`src/rtl/cfgseq_pkg.sv`:
```
package cfgseq_pkg;
  typedef enum logic [1:0] {
    CAUSE_NONE    = 2'b00,
    CAUSE_LOADERR = 2'b01,
    CAUSE_WDT     = 2'b10,
    CAUSE_USER    = 2'b11
  } cause_e;

  typedef enum logic [1:0] {
    ST_OFF  = 2'b00,
    ST_LOAD = 2'b01,
    ST_RUN  = 2'b10
  } seq_state_e;
endpackage

```
`src/rtl/cfgseq_status.sv`:
```
module cfgseq_status
  import cfgseq_pkg::*;
(
  input  logic   clk,
  input  logic   rst_n,
  input  logic   set_i,
  input  cause_e cause_i,
  input  logic   clr_i,
  output cause_e cause_o
);
  cause_e cause_q, cause_d;

  always_comb begin
    cause_d = cause_q;
    if (set_i)      cause_d = cause_i;
    else if (clr_i) cause_d = CAUSE_NONE;
  end

  always_ff @(posedge clk or negedge rst_n) begin
    if (!rst_n) cause_q <= CAUSE_NONE;
    else        cause_q <= cause_d;
  end

  assign cause_o = cause_q;

  // a new cause beats a simultaneous acknowledge
  a_r11_set_wins: assert property (@(posedge clk) disable iff (!rst_n)
    (set_i && clr_i) |=> (cause_o == $past(cause_i)));
  // without a cause or an acknowledge the status holds
  a_r11_hold: assert property (@(posedge clk) disable iff (!rst_n)
    (!set_i && !clr_i) |=> $stable(cause_o));
endmodule

```
`src/rtl/cfgseq_watchdog.sv`:
```
module cfgseq_watchdog #(
  parameter int TMO_W = 12,
  parameter int PRE_W = 10
) (
  input  logic             clk,
  input  logic             rst_n,
  input  logic             run_i,
  input  logic             kick_i,
  input  logic [TMO_W-1:0] tmo_i,
  output logic             expire_o
);
  logic [PRE_W-1:0] pre_q, pre_d;
  logic [TMO_W-1:0] cnt_q, cnt_d;
  logic             tick;

  assign tick = &pre_q;

  always_comb begin
    pre_d = pre_q;
    cnt_d = cnt_q;
    if (!run_i || kick_i) begin
      pre_d = '0;
      cnt_d = tmo_i;
    end else begin
      pre_d = pre_q + 1'b1;
      if (tick && (cnt_q != '0)) cnt_d = cnt_q - 1'b1;
    end
  end

  always_ff @(posedge clk or negedge rst_n) begin
    if (!rst_n) begin
      pre_q <= '0;
      cnt_q <= '0;
    end else begin
      pre_q <= pre_d;
      cnt_q <= cnt_d;
    end
  end

  assign expire_o = run_i && !kick_i && tick && (cnt_q == '0);

  // a kick restarts the whole interval
  a_r7_kick_reload: assert property (@(posedge clk) disable iff (!rst_n)
    (run_i && kick_i) |=> (cnt_q == $past(tmo_i) && pre_q == '0));
endmodule

```
`src/rtl/cfgseq_ctrl.sv`:
```
module cfgseq_ctrl
  import cfgseq_pkg::*;
#(
  parameter int PAGE_W     = 3,
  parameter int TMO_W      = 12,
  parameter int LOCAL_PAGE = 1
) (
  input  logic              clk,
  input  logic              rst_n,
  input  logic              mode_local_i,
  input  logic              por_start_i,
  input  logic              ld_done_i,
  input  logic              ld_err_i,
  input  logic              user_reconf_i,
  input  logic              status_ack_i,
  input  logic              ctrl_we_i,
  input  logic [PAGE_W-1:0] ctrl_page_i,
  input  logic              ctrl_wd_en_i,
  input  logic [TMO_W-1:0]  ctrl_tmo_i,
  input  logic              wd_expire_i,
  output logic              load_req_o,
  output logic [PAGE_W-1:0] page_o,
  output logic              wd_run_o,
  output logic [TMO_W-1:0]  wd_tmo_o,
  output logic              st_set_o,
  output cause_e            st_cause_o,
  output logic              st_clr_o
);
  localparam logic [PAGE_W-1:0] LPAGE = PAGE_W'(LOCAL_PAGE);

  seq_state_e        state_q, state_d;
  logic [PAGE_W-1:0] page_q, page_d;
  logic              wden_q, wden_d;
  logic [TMO_W-1:0]  tmo_q, tmo_d;
  logic [PAGE_W-1:0] recov_page;
  logic              factory_run, app_run;

  assign recov_page  = mode_local_i ? LPAGE : '0;
  assign factory_run = (state_q == ST_RUN) && (page_q == '0) && !mode_local_i;
  assign app_run     = (state_q == ST_RUN) && !factory_run;

  always_comb begin
    state_d    = state_q;
    page_d     = page_q;
    wden_d     = wden_q;
    tmo_d      = tmo_q;
    st_set_o   = 1'b0;
    st_cause_o = CAUSE_NONE;
    unique case (state_q)
      ST_OFF: begin
        if (por_start_i) begin
          state_d = ST_LOAD;
          page_d  = recov_page;
        end
      end
      ST_LOAD: begin
        if (ld_err_i) begin
          page_d = recov_page;
          if (page_q != '0) begin
            st_set_o   = 1'b1;
            st_cause_o = CAUSE_LOADERR;
          end
        end else if (ld_done_i) begin
          state_d = ST_RUN;
        end
      end
      ST_RUN: begin
        if (factory_run && ctrl_we_i) begin
          state_d = ST_LOAD;
          wden_d  = ctrl_wd_en_i;
          tmo_d   = ctrl_tmo_i;
          page_d  = ctrl_page_i;
          if (ctrl_page_i == '0) begin
            st_set_o   = 1'b1;
            st_cause_o = CAUSE_LOADERR;
          end
        end else if (app_run && wd_expire_i) begin
          state_d    = ST_LOAD;
          page_d     = recov_page;
          st_set_o   = 1'b1;
          st_cause_o = CAUSE_WDT;
        end else if (app_run && user_reconf_i) begin
          state_d    = ST_LOAD;
          page_d     = recov_page;
          st_set_o   = 1'b1;
          st_cause_o = CAUSE_USER;
        end
      end
      default: state_d = ST_OFF;
    endcase
  end

  always_ff @(posedge clk or negedge rst_n) begin
    if (!rst_n) begin
      state_q <= ST_OFF;
      page_q  <= '0;
      wden_q  <= 1'b0;
      tmo_q   <= '0;
    end else begin
      state_q <= state_d;
      page_q  <= page_d;
      wden_q  <= wden_d;
      tmo_q   <= tmo_d;
    end
  end

  assign load_req_o = (state_q == ST_LOAD);
  assign page_o     = page_q;
  assign wd_run_o   = app_run && wden_q && !mode_local_i;
  assign wd_tmo_o   = tmo_q;
  assign st_clr_o   = factory_run && status_ack_i;

  // remote power-on goes to page 0
  a_r1_factory_first: assert property (@(posedge clk) disable iff (!rst_n)
    (state_q == ST_OFF && por_start_i && !mode_local_i) |=> (load_req_o && page_o == '0));
  // local power-on goes straight to the application page
  a_r2_local_direct: assert property (@(posedge clk) disable iff (!rst_n)
    (state_q == ST_OFF && por_start_i && mode_local_i) |=> (load_req_o && page_o == LPAGE));
  // a pending request holds until the loader answers
  a_r3_hold_request: assert property (@(posedge clk) disable iff (!rst_n)
    (load_req_o && !ld_done_i && !ld_err_i) |=> (load_req_o && $stable(page_o)));
  // a remote load error always falls back to page 0
  a_r5_err_recover: assert property (@(posedge clk) disable iff (!rst_n)
    (load_req_o && ld_err_i && !mode_local_i) |=> (load_req_o && page_o == '0));
  // page 0 named as an application reloads the factory image
  a_r10_page0_reject: assert property (@(posedge clk) disable iff (!rst_n)
    (factory_run && ctrl_we_i && ctrl_page_i == '0) |=> (load_req_o && page_o == '0));
endmodule

```
`src/rtl/cfg_image_sequencer.sv`:
```
module cfg_image_sequencer
  import cfgseq_pkg::*;
#(
  parameter int PAGE_W     = 3,
  parameter int TMO_W      = 12,
  parameter int PRE_W      = 10,
  parameter int LOCAL_PAGE = 1
) (
  input  logic              clk,
  input  logic              rst_n,
  input  logic              mode_local_i,
  input  logic              por_start_i,
  input  logic              ld_done_i,
  input  logic              ld_err_i,
  input  logic              kick_i,
  input  logic              user_reconf_i,
  input  logic              ctrl_we_i,
  input  logic [PAGE_W-1:0] ctrl_page_i,
  input  logic              ctrl_wd_en_i,
  input  logic [TMO_W-1:0]  ctrl_tmo_i,
  input  logic              status_ack_i,
  output logic              load_req_o,
  output logic [PAGE_W-1:0] page_addr_o,
  output logic [1:0]        status_o
);
  logic             rst_meta_q, rst_sync_q;
  logic             wd_run, wd_expire;
  logic [TMO_W-1:0] wd_tmo;
  logic             st_set, st_clr;
  cause_e           st_cause, cause_q;

  // asynchronous assertion, synchronous release
  always_ff @(posedge clk or negedge rst_n) begin
    if (!rst_n) begin
      rst_meta_q <= 1'b0;
      rst_sync_q <= 1'b0;
    end else begin
      rst_meta_q <= 1'b1;
      rst_sync_q <= rst_meta_q;
    end
  end

  cfgseq_ctrl #(
    .PAGE_W(PAGE_W), .TMO_W(TMO_W), .LOCAL_PAGE(LOCAL_PAGE)
  ) u_ctrl (
    .clk           (clk),
    .rst_n         (rst_sync_q),
    .mode_local_i  (mode_local_i),
    .por_start_i   (por_start_i),
    .ld_done_i     (ld_done_i),
    .ld_err_i      (ld_err_i),
    .user_reconf_i (user_reconf_i),
    .status_ack_i  (status_ack_i),
    .ctrl_we_i     (ctrl_we_i),
    .ctrl_page_i   (ctrl_page_i),
    .ctrl_wd_en_i  (ctrl_wd_en_i),
    .ctrl_tmo_i    (ctrl_tmo_i),
    .wd_expire_i   (wd_expire),
    .load_req_o    (load_req_o),
    .page_o        (page_addr_o),
    .wd_run_o      (wd_run),
    .wd_tmo_o      (wd_tmo),
    .st_set_o      (st_set),
    .st_cause_o    (st_cause),
    .st_clr_o      (st_clr)
  );

  cfgseq_watchdog #(.TMO_W(TMO_W), .PRE_W(PRE_W)) u_wdog (
    .clk      (clk),
    .rst_n    (rst_sync_q),
    .run_i    (wd_run),
    .kick_i   (kick_i),
    .tmo_i    (wd_tmo),
    .expire_o (wd_expire)
  );

  cfgseq_status u_status (
    .clk     (clk),
    .rst_n   (rst_sync_q),
    .set_i   (st_set),
    .cause_i (st_cause),
    .clr_i   (st_clr),
    .cause_o (cause_q)
  );

  assign status_o = cause_q;

  // the watchdog cannot fire while page 0 is loaded or running
  a_r8_no_wd_factory: assert property (@(posedge clk) disable iff (!rst_sync_q)
    (!mode_local_i && page_addr_o == '0) |-> !wd_expire);
  // an expiry always ends in a timeout cause and a page-0 request
  a_r6_expire_effect: assert property (@(posedge clk) disable iff (!rst_sync_q)
    wd_expire |=> (load_req_o && page_addr_o == '0 && status_o == 2'b10));
endmodule

```
`config.mk`:
```
export PLATFORM = sky130hd
export DESIGN_NAME = cfg_image_sequencer
export DESIGN_NICKNAME = d
export VERILOG_FILES = /design/src/rtl/cfgseq_pkg.sv /design/src/rtl/cfgseq_status.sv /design/src/rtl/cfgseq_watchdog.sv /design/src/rtl/cfgseq_ctrl.sv /design/src/rtl/cfg_image_sequencer.sv
export SDC_FILE = /design/constraint.sdc
export NUM_CORES = 1
export LEC_CHECK = 0
export ABC_AREA = 0
export BUFFER_PORTS_ARGS = -buffer_cell sky130_fd_sc_hd__clkbuf_2
export CAP_MARGIN = 10
export CORE_MARGIN = 5
export CORE_UTILIZATION = 40
export DETAILED_ROUTE_END_ITERATION = 6
export PLACE_DENSITY = 0.68
export SLEW_MARGIN = 20
export SYNTH_ARGS = -nofsm -noshare
export SYNTH_HDL_FRONTEND = slang
export SYNTH_SLANG_ARGS = --single-unit
```
`constraint.sdc`:
```
create_clock -name clk -period 3 [get_ports clk]
set_clock_uncertainty 0.1 [all_clocks]
set_input_delay 0.6 -clock clk [delete_from_list [all_inputs] [get_ports clk]]
set_output_delay 0.6 -clock clk [all_outputs]
set_load 0.02 [all_outputs]
```
# [Word level (Yosys, flattened, before mapping)]
# Index checks and enable logic that the tools add are counted.
[op_classes] n_mux=33 n_eq_ne=7 n_addsub=2 reduce_logical=31
[ops] operator="$mux 12" count=2
[ops] operator="$mux 2" count=12
[ops] operator="$mux 3" count=5
[ops] operator="$logic_and 1x1->1" count=13
[ops] operator="$logic_not 12->1" count=1
[ops] operator="$reduce_bool 12->1" count=1
[ops] operator="$sub 12x1->12 const B" count=1
[ops] operator="$add 10x1->10 const B" count=1
[ops] operator="$mux 10" count=1
[ops] operator="$reduce_and 10->1" count=1
[ops] operator="$mux 1" count=9
[ops] operator="$pmux 3 s3" count=1
[ops] operator="$ne 2x2->1 const B" count=4
[ops] operator="$reduce_and 4->1" count=2
[ops] operator="$logic_not 3->1" count=2
[ops] operator="$pmux 2 s3" count=1
[ops] operator="$reduce_bool 3->1" count=2
[ops] operator="$logic_not 1->1" count=4
[ops] operator="$ne 4x4->1 const B" count=1
[ops] operator="$pmux 2 s2" count=1
[ops] operator="$reduce_bool 2->1" count=2
[ops] operator="$eq 2x1->1 const B" count=1
[ops] operator="$eq 2x2->1 const B" count=1
[ops] operator="$logic_not 2->1" count=1
[ops] operator="3 further kinds" count=3
[word_totals] inputBits=26 word_cells=82 register_bits=44 output_inout_bits=6

# [Logic depth before layout (Yosys ltp)]
# Gate-level depths: netlist of the first run.
[logic_depth] ltp_word=15 depth_mapped=9 mapped_depth_nobuf=7

# [By module]
# A second synthesis of the first run with hierarchy kept.
[unflattened] hier_cells=235 hier_area_um2=2456.1
[modules_own_cells] mod="cfgseq_watchdog" area_per_inst_um2=1311.3 seq_area_each_um2=550.5 n_inst=1 cells_each=144
[modules_own_cells] mod="cfgseq_ctrl" area_per_inst_um2=1007.2 seq_area_each_um2=450.4 n_inst=1 cells_each=80
[modules_own_cells] mod="cfgseq_status" area_per_inst_um2=83.8 seq_area_each_um2=50.0 n_inst=1 cells_each=8
[modules_own_cells] mod="cfg_image_sequencer" area_per_inst_um2=53.8 seq_area_each_um2=50.0 n_inst=1 cells_each=3

# [Worst setup path after synthesis of the first run]
# Ideal clock, no wire load.
[synth_timing] path_type="register to register" from="register u_wdog.cnt_q[4]" to="register u_ctrl.page_q[1] (netlist: u_ctrl.page_o[1])" t_required_ns=2.775 arrival_ns=2.430 period_less_slack_ns=2.655 setup_ns=0.125 n_path_buf=2 path_slack_ns=0.345 stages_incl_launch_ff=8 cell_sequence="dfrtp_1 or4_1 buf_2 or4b_4 buf_6 o31ai_4 nand2_4 mux2_4"
[synth_via] elab_chain_len=6
[synth_rtl] item="start, declared" line_no="cfgseq_watchdog.sv:13" rtl="logic [TMO_W-1:0] cnt_q, cnt_d;"
[synth_rtl] item="start signal, assigned" line_no="cfgseq_watchdog.sv:36" rtl="cnt_q <= cnt_d;"
[synth_rtl] item="$logic_not 12->1 (*)" line_no="cfgseq_watchdog.sv:40" rtl="assign expire_o = run_i && !kick_i && tick && (cnt_q == '0);"
[synth_rtl] item="$logic_and 1x1->1 (*)" line_no="cfgseq_watchdog.sv:40"
[synth_rtl] item="$logic_and 1x1->1 (*)" line_no="cfgseq_ctrl.sv:77" rtl="end else if (app_run && wd_expire_i) begin"
[synth_rtl] item="$mux 3" line_no="cfgseq_ctrl.sv:77"
[synth_rtl] item="$mux 3" line_no="cfgseq_ctrl.sv:68" rtl="if (factory_run && ctrl_we_i) begin"
[synth_rtl] item="$pmux 3 s3" line_no="cfgseq_ctrl.sv:49" rtl="unique case (state_q)"
[synth_rtl] item="end signal, assigned" line_no="cfgseq_ctrl.sv:101" rtl="page_q <= page_d;"
[synth_rtl] item="end, declared" line_no="cfgseq_ctrl.sv:32" rtl="logic [PAGE_W-1:0] page_q, page_d;"
# Every way passes the cells marked *; elsewhere a longest branch is shown, timed or not.
# A chain may end at the register's enable or synchronous reset.

# [Final worst setup path of the first run]
[layout_timing] from="register u_wdog.cnt_q[4]" to="register u_ctrl.page_q[2] (netlist: u_ctrl.page_o[2])"
# The elaborated chain is that of the path after synthesis.

==> results.md, run 1 <==
- Status: finished, final reports clean
- Clock transition at the registers of the reported paths: 0.08 ns
- Postcts setup bufs: 0
- Met2 wire len: 2090 µm
- Initial antenna violation count: 0
- Seq/Total Area, Yosys: 0.479
- Peak Freq: 367 MHz
- Pwr dens: 750 mW/mm²
- Via density: 5.27
- Slowest cell on the critical path: or4_1
- Post-Synth XOR/XNOR Area: 0.0572
- Mapped Area: 0.00230 mm²
- Antenna-violating nets left: 0
- DR WL met3: 226 µm
- Syn Nets: 256
- Layout net count: 291
- Post-Synth Adder-Cell Area: 0.0381
- Initial Utilization: 0.415
- Commonest non-fill, non-tap cell in the layout: dfrtp_1
- R2R depth: 5
- Multi-input gate area: 0.00113 mm²
- Post-route insts no fill: 331
- Syn-to-layout area delta: 15.8%
- Commonest non-fill, non-tap cells in the layout: dfrtp_1, clkbuf_2, nor2_1
- Drt wl/cell: 13.2 µm
- Clk buf depth: 2
- Crit path arrival time: 2.81 ns
- # IOs: 32
- Initial drt markers: 59
- Resize count post-CTS: 0
- # rows: 27
- Final WL: 4360 µm
- Largest family of logic cells by synthesized area: simple AND/OR/NAND/NOR gates
- CTS Buf Count: 5
- TritonCTS clock tree: yes
- HP Class: flop to async pin
- Peak VDD IR: 0.353 mV
- Worst-Skew Late Latency: 0.29 ns
- M1 WL: 1970 µm
- Total congestion overflow: 0
- DIE WIDTH: 85.8 µm
- Post-Syn Instances: 223
- # Max-Cap Violations: 0
- Crit path cell chain: or4_1 -> or4b_4 -> o31ai_4 -> nand2_4 -> mux2_4
- GPL Wtd Cong: 0.792
- Req. time, crit path: 3.09 ns
- Total track usage: 0.130
- Vias in the first global route: 1746
- Core area: 0.00554 mm²
- Lkg Pwr: 1.21 nW
- Final Hold Fails: 0
- YS warnings: 0
- RSZ-0062 raised after global routing: no
- Via count: 1746
- CP endpoint kind: flop
- Synth Area in Compound Gates: 0.0915
- Final-layout fill cell count: 542
- DRC errors left: 0
- TritonCTS Sinks: 44
- Mux cell area share after synthesis: 0.0860
- TNS Setup: 0 ns
- Simple-gate portion of the synthesized area: 0.217
- Placed inst area: 0.00253 mm²
- Die H: 85.8 µm
- DR top layer: met4
- #FFs+latches synth: 44
- N_diodes: 0
- Reg-to-reg slack, setup: 0.28 ns
- Crit share post-route: 0.908
- Worst-margin pin slew: 0.591 ns
- Worst path max stage delay: 0.64 ns
- Final instance area: 0.00266 mm²
- Die area: 0.00736 mm²
- Final setup viols: 0
- Synth cell types: 46
- Startpoint types: flop
- Async set-reset flop share out of synthesis: 1.00
- Fraction of layout cells with a size suffix above 1: 0.255
- Dpl cells: 322
- Crit Path Category: flop to flop
- I/O Buffers: 31
- Slew Viols, Final: 0
- Period minus WS final: 2.72 ns
- Root buffer cell: clkbuf_8
- Post-DP HPWL: 3230 µm
- Worst-path fanout max: 7
- Register area: 0.00110 mm²
- Normalized max-slew margin: 0.603
- Drt first pass iters: 4
- H-tree depth: 2
- Ys flop type: dfrtp_1
- Post-synth EDFFs: 0
- Pin count of the biggest net entering global routing: 43
- First-pass GRT wire length: 7670 µm
- Syn avg cell area: 10.3 µm²
-- sequential cells by signal (all words and copies together), names as in the netlist --
| signal | cells |
|---|---|
| u_wdog.cnt_q | 12 |
| u_status.cause_o | 2 |
| rst_meta_q | 1 |
| rst_sync_q | 1 |
| u_ctrl.page_o | 3 |
| u_ctrl.state_q | 2 |
| u_wdog.pre_q | 10 |
| u_ctrl.wd_tmo_o | 12 |
| u_ctrl.wden_q | 1 |
-- per-stage QoR --
step / setup slack (ns) / hold WS, ns / utilization / power, mW
floorplan: 0.345 / 0.204 / - / 1.41
global placement: 0.345 / 0.228 / 0.458 / 1.53
detailed placement: 0.300 / 0.229 / 0.458 / 1.55
CTS: 0.279 / 0.236 / 0.480 / 2.02
global route: 0.187 / 0.276 / 0.480 / 2.16
finish: 0.276 / 0.211 / 0.480 / 1.99
-- kinds of logic (layout without fill, tap and decap cells) --
family / Yosys count / count (layout)
muxes: 17 / 17
and+or+nand+nor: 92 / 92
other: 1 / 1
DFF: 44 / 44
AOI/OAI and AO/OA: 31 / 31
xor gates and xnor gates: 15 / 15
buffers and inverters: 16 / 52
adders and majority gates: 7 / 7
-- final timing paths --
check                                   end             from
setup / recovery           u_ctrl.page_o[2]  u_wdog.cnt_q[4]
hold / removal              u_wdog.pre_q[2]       rst_sync_q
setup reg to reg           u_ctrl.page_o[2]  u_wdog.cnt_q[4]
hold reg to reg             u_wdog.pre_q[2]       rst_sync_q
max in group asynchronous        rst_meta_q            rst_n
min in group clk                 rst_sync_q       rst_meta_q
-- worst max-delay path, delay by kind of cell, from the launching register on --
kind	cells	cell delay [ns]
AOI/OAI and AO/OA	1	0.42
DFF	1	0.44
muxes	1	0.31
and+or+nand+nor	3	1.35
-- cells in the mapped netlist, types with 2 or more instances --
cell / n / area, µm²
nand4_1: 5 / 31.3
nand2_1: 16 / 60.1
nor2_1: 22 / 82.6
ha_1: 7 / 87.6
inv_1: 8 / 30.0
xor2_1: 8 / 70.1
a211oi_1: 3 / 22.5
mux2_2: 14 / 158
nor2b_1: 4 / 25.0
nor4_1: 4 / 25.0
a21oi_1: 8 / 40.0
xnor2_1: 7 / 61.3
clkbuf_1: 6 / 22.5
dfrtp_1: 44 / 1100
nand3_1: 13 / 65.1
and3_1: 2 / 12.5
and4_1: 2 / 17.5
a31oi_1: 2 / 12.5
o21ai_0: 10 / 50.1
nor3_1: 7 / 35.0
or3_1: 5 / 31.3
mux2_4: 2 / 30.0
-- final cells by class --
| class | count | share of cell area |
|---|---|---|
| well taps | 72 | 0.0339 |
| flip-flops and latches | 44 | 0.414 |
| clock buffers | 5 | 0.0259 |
| clock inverters | 3 | 0.0179 |
| multi-input cells | 163 | 0.424 |
| inverters | 8 | 0.0113 |
| repair buffers | 36 | 0.0733 |
-- timing repair --
item / CTS / global route
hold buffers: 1 / 0
endpoints found under the hold margin: 2 / 0
setup endpoints to repair: 0 / 0
-- metal layers --
| metal | track usage | vias up |
|---|---|---|
| met5 | 0 | - |
| met4 | 0.0475 | 0 |
| met3 | 0.0346 | 9 |
| met2 | 0.220 | 36 |
| met1 | 0.158 | 838 |
| li1 | - | 863 |
-- where the power goes --
group | total (mW) | internal (mW) | switching, mW
clock | 0.455 | 0.251 | 0.204
combinational | 0.662 | 0.309 | 0.353
sequential | 0.878 | 0.753 | 0.125
total | 1.99 | 1.31 | 0.682
Power figures use the tool's default switching activity.
==> run 2, diff against run 1 <==
--- a/config.mk
+++ b/config.mk
@@ -8,8 +8,10 @@
 export ABC_AREA = 0
 export BUFFER_PORTS_ARGS = -buffer_cell sky130_fd_sc_hd__clkbuf_2
 export CAP_MARGIN = 10
+export CORE_ASPECT_RATIO = 1.1
 export CORE_MARGIN = 5
 export CORE_UTILIZATION = 40
+export CTS_BUF_LIST = sky130_fd_sc_hd__clkbuf_8
 export DETAILED_ROUTE_END_ITERATION = 6
 export PLACE_DENSITY = 0.68
 export SLEW_MARGIN = 20
==> results.md, run 2 (synthesis results as in run 1) <==
- Status: finished, final reports clean
- Syn-to-layout area delta: 15.3%
- Pwr dens: 730 mW/mm²
- Via density: 5.15
- Normalized max-slew margin: 0.403
- Initial drt markers: 76
- Multi-input gate area: 0.00113 mm²
- Post-DP HPWL: 3290 µm
- Vias in the first global route: 1718
- Period minus WS final: 2.72 ns
- Post-route insts no fill: 336
- Final worst slack: 0.282 ns
- N_diodes: 0
- Post-Route Utilization: 0.468
- Final WL: 4430 µm
- Peak VDD IR: 0.403 mV
- First-pass GRT wire length: 7730 µm
- Postcts setup bufs: 0
- Total track usage: 0.138
- Clk buf depth: 2
- TNS Setup: 0 ns
- Slew Viols, Final: 0
- Commonest non-fill, non-tap cells in the layout: dfrtp_1, clkbuf_2, nor2_1
- Total power: 1.93 mW
- Drt first pass iters: 4
- Fraction of layout cells with a size suffix above 1: 0.259
- Die H: 89.5 µm
- Final setup viols: 0
- TritonCTS clock tree: yes
- Layout net count: 291
- Worst-Skew Late Latency: 0.29 ns
- HP Class: flop to flop
- Final Hold Fails: 0
- Commonest non-fill, non-tap cell in the layout: dfrtp_1
- Drt wl/cell: 13.2 µm
- Clock transition at the registers of the reported paths: 0.08 ns
- Req. time, crit path: 3.08 ns
- Worst-margin pin slew: 0.896 ns
- Pin count of the biggest net entering global routing: 43
- Resize count post-CTS: 0
- Initial antenna violation count: 0
- # Max-Cap Violations: 0
- Root buffer cell: clkbuf_8
- Placed inst area: 0.00254 mm²
- H-tree depth: 2
- Dpl cells: 327
- CP endpoint kind: flop
- Crit Path Category: flop to flop
- Worst-path fanout max: 7
- # IOs: 32
- Total congestion overflow: 0
- Pre-CTS setup slack: 0.305 ns
- I/O Buffers: 31
- GPL Wtd Cong: 0.793
- TritonCTS Sinks: 44
- # rows: 29
- Core area: 0.00566 mm²
- Final-layout fill cell count: 563
- CTS Buf Count: 5
- Startpoint types: flop
- Initial Utilization: 0.406
- Worst hold margin: 0.263 ns
- Antenna-violating nets left: 0
- RSZ-0062 raised after global routing: no
- Crit path arrival time: 2.80 ns
- DRC errors left: 0
- Via count: 1731
- Hold_buf cts: 1
- Crit share post-route: 0.906
- Register area: 0.00110 mm²
- Lkg Pwr: 1.20 nW
- DIE WIDTH: 82.3 µm
- Die area: 0.00736 mm²
- Final instance area: 0.00265 mm²
- Peak Freq: 368 MHz
==> run 2: cell count changes in the layout (fill, tap and decap cells not counted) <==
cell	delta
dfrtp_2	+1
clkinv_4	-2
clkinvlp_4	+2
clkbuf_8	+1
dfrtp_1	-1
bufinv_16	-1
==> run 2: power breakdown <==
group	internal [mW]	switching (mW)	leakage, nW
clock	0.186	0.205	0.0434
combinational	0.311	0.339	0.571
sequential	0.753	0.139	0.583
==> run 2: worst paths after layout <==
path	from	to	slack, ns	depth (start not counted)
worst max-delay path	u_wdog.cnt_q[4]	u_ctrl.page_o[1]	0.28	5
worst min-delay path	rst_meta_q	rst_sync_q	0.26	0
worst max register to register	u_wdog.cnt_q[4]	u_ctrl.page_o[1]	0.28	5
worst min register to register	rst_meta_q	rst_sync_q	0.26	0
max in group asynchronous	rst_sync_q	u_ctrl.wd_tmo_o[9]	1.94	0
min in group asynchronous	rst_sync_q	u_wdog.pre_q[4]	0.31	0
==> run 2: critical path, cell delays in order (launching register included) <==
cell     delay [ns]
dfrtp_1        0.43
or4_1          0.64
or4b_4         0.61
o31ai_4        0.42
nand2_4        0.09
mux2_4         0.31
==> run 2: final cells by class <==
cell class,count,share of cell area
Clock inverter,2,0.00567
Sequential cell,44,0.416
Timing Repair Buffer,36,0.0737
Clock buffer,6,0.0312
Tap cell,77,0.0364
Inverter,8,0.0113
Multi-Input combinational cell,163,0.426
==> run 2: per-layer routing <==
metal,up-vias,part of all wire,track usage
met5,-,0,0
met4,0,0.022,0.0589
met3,7,0.055,0.0272
met2,42,0.46,0.219
met1,817,0.46,0.181
li1,865,-,-
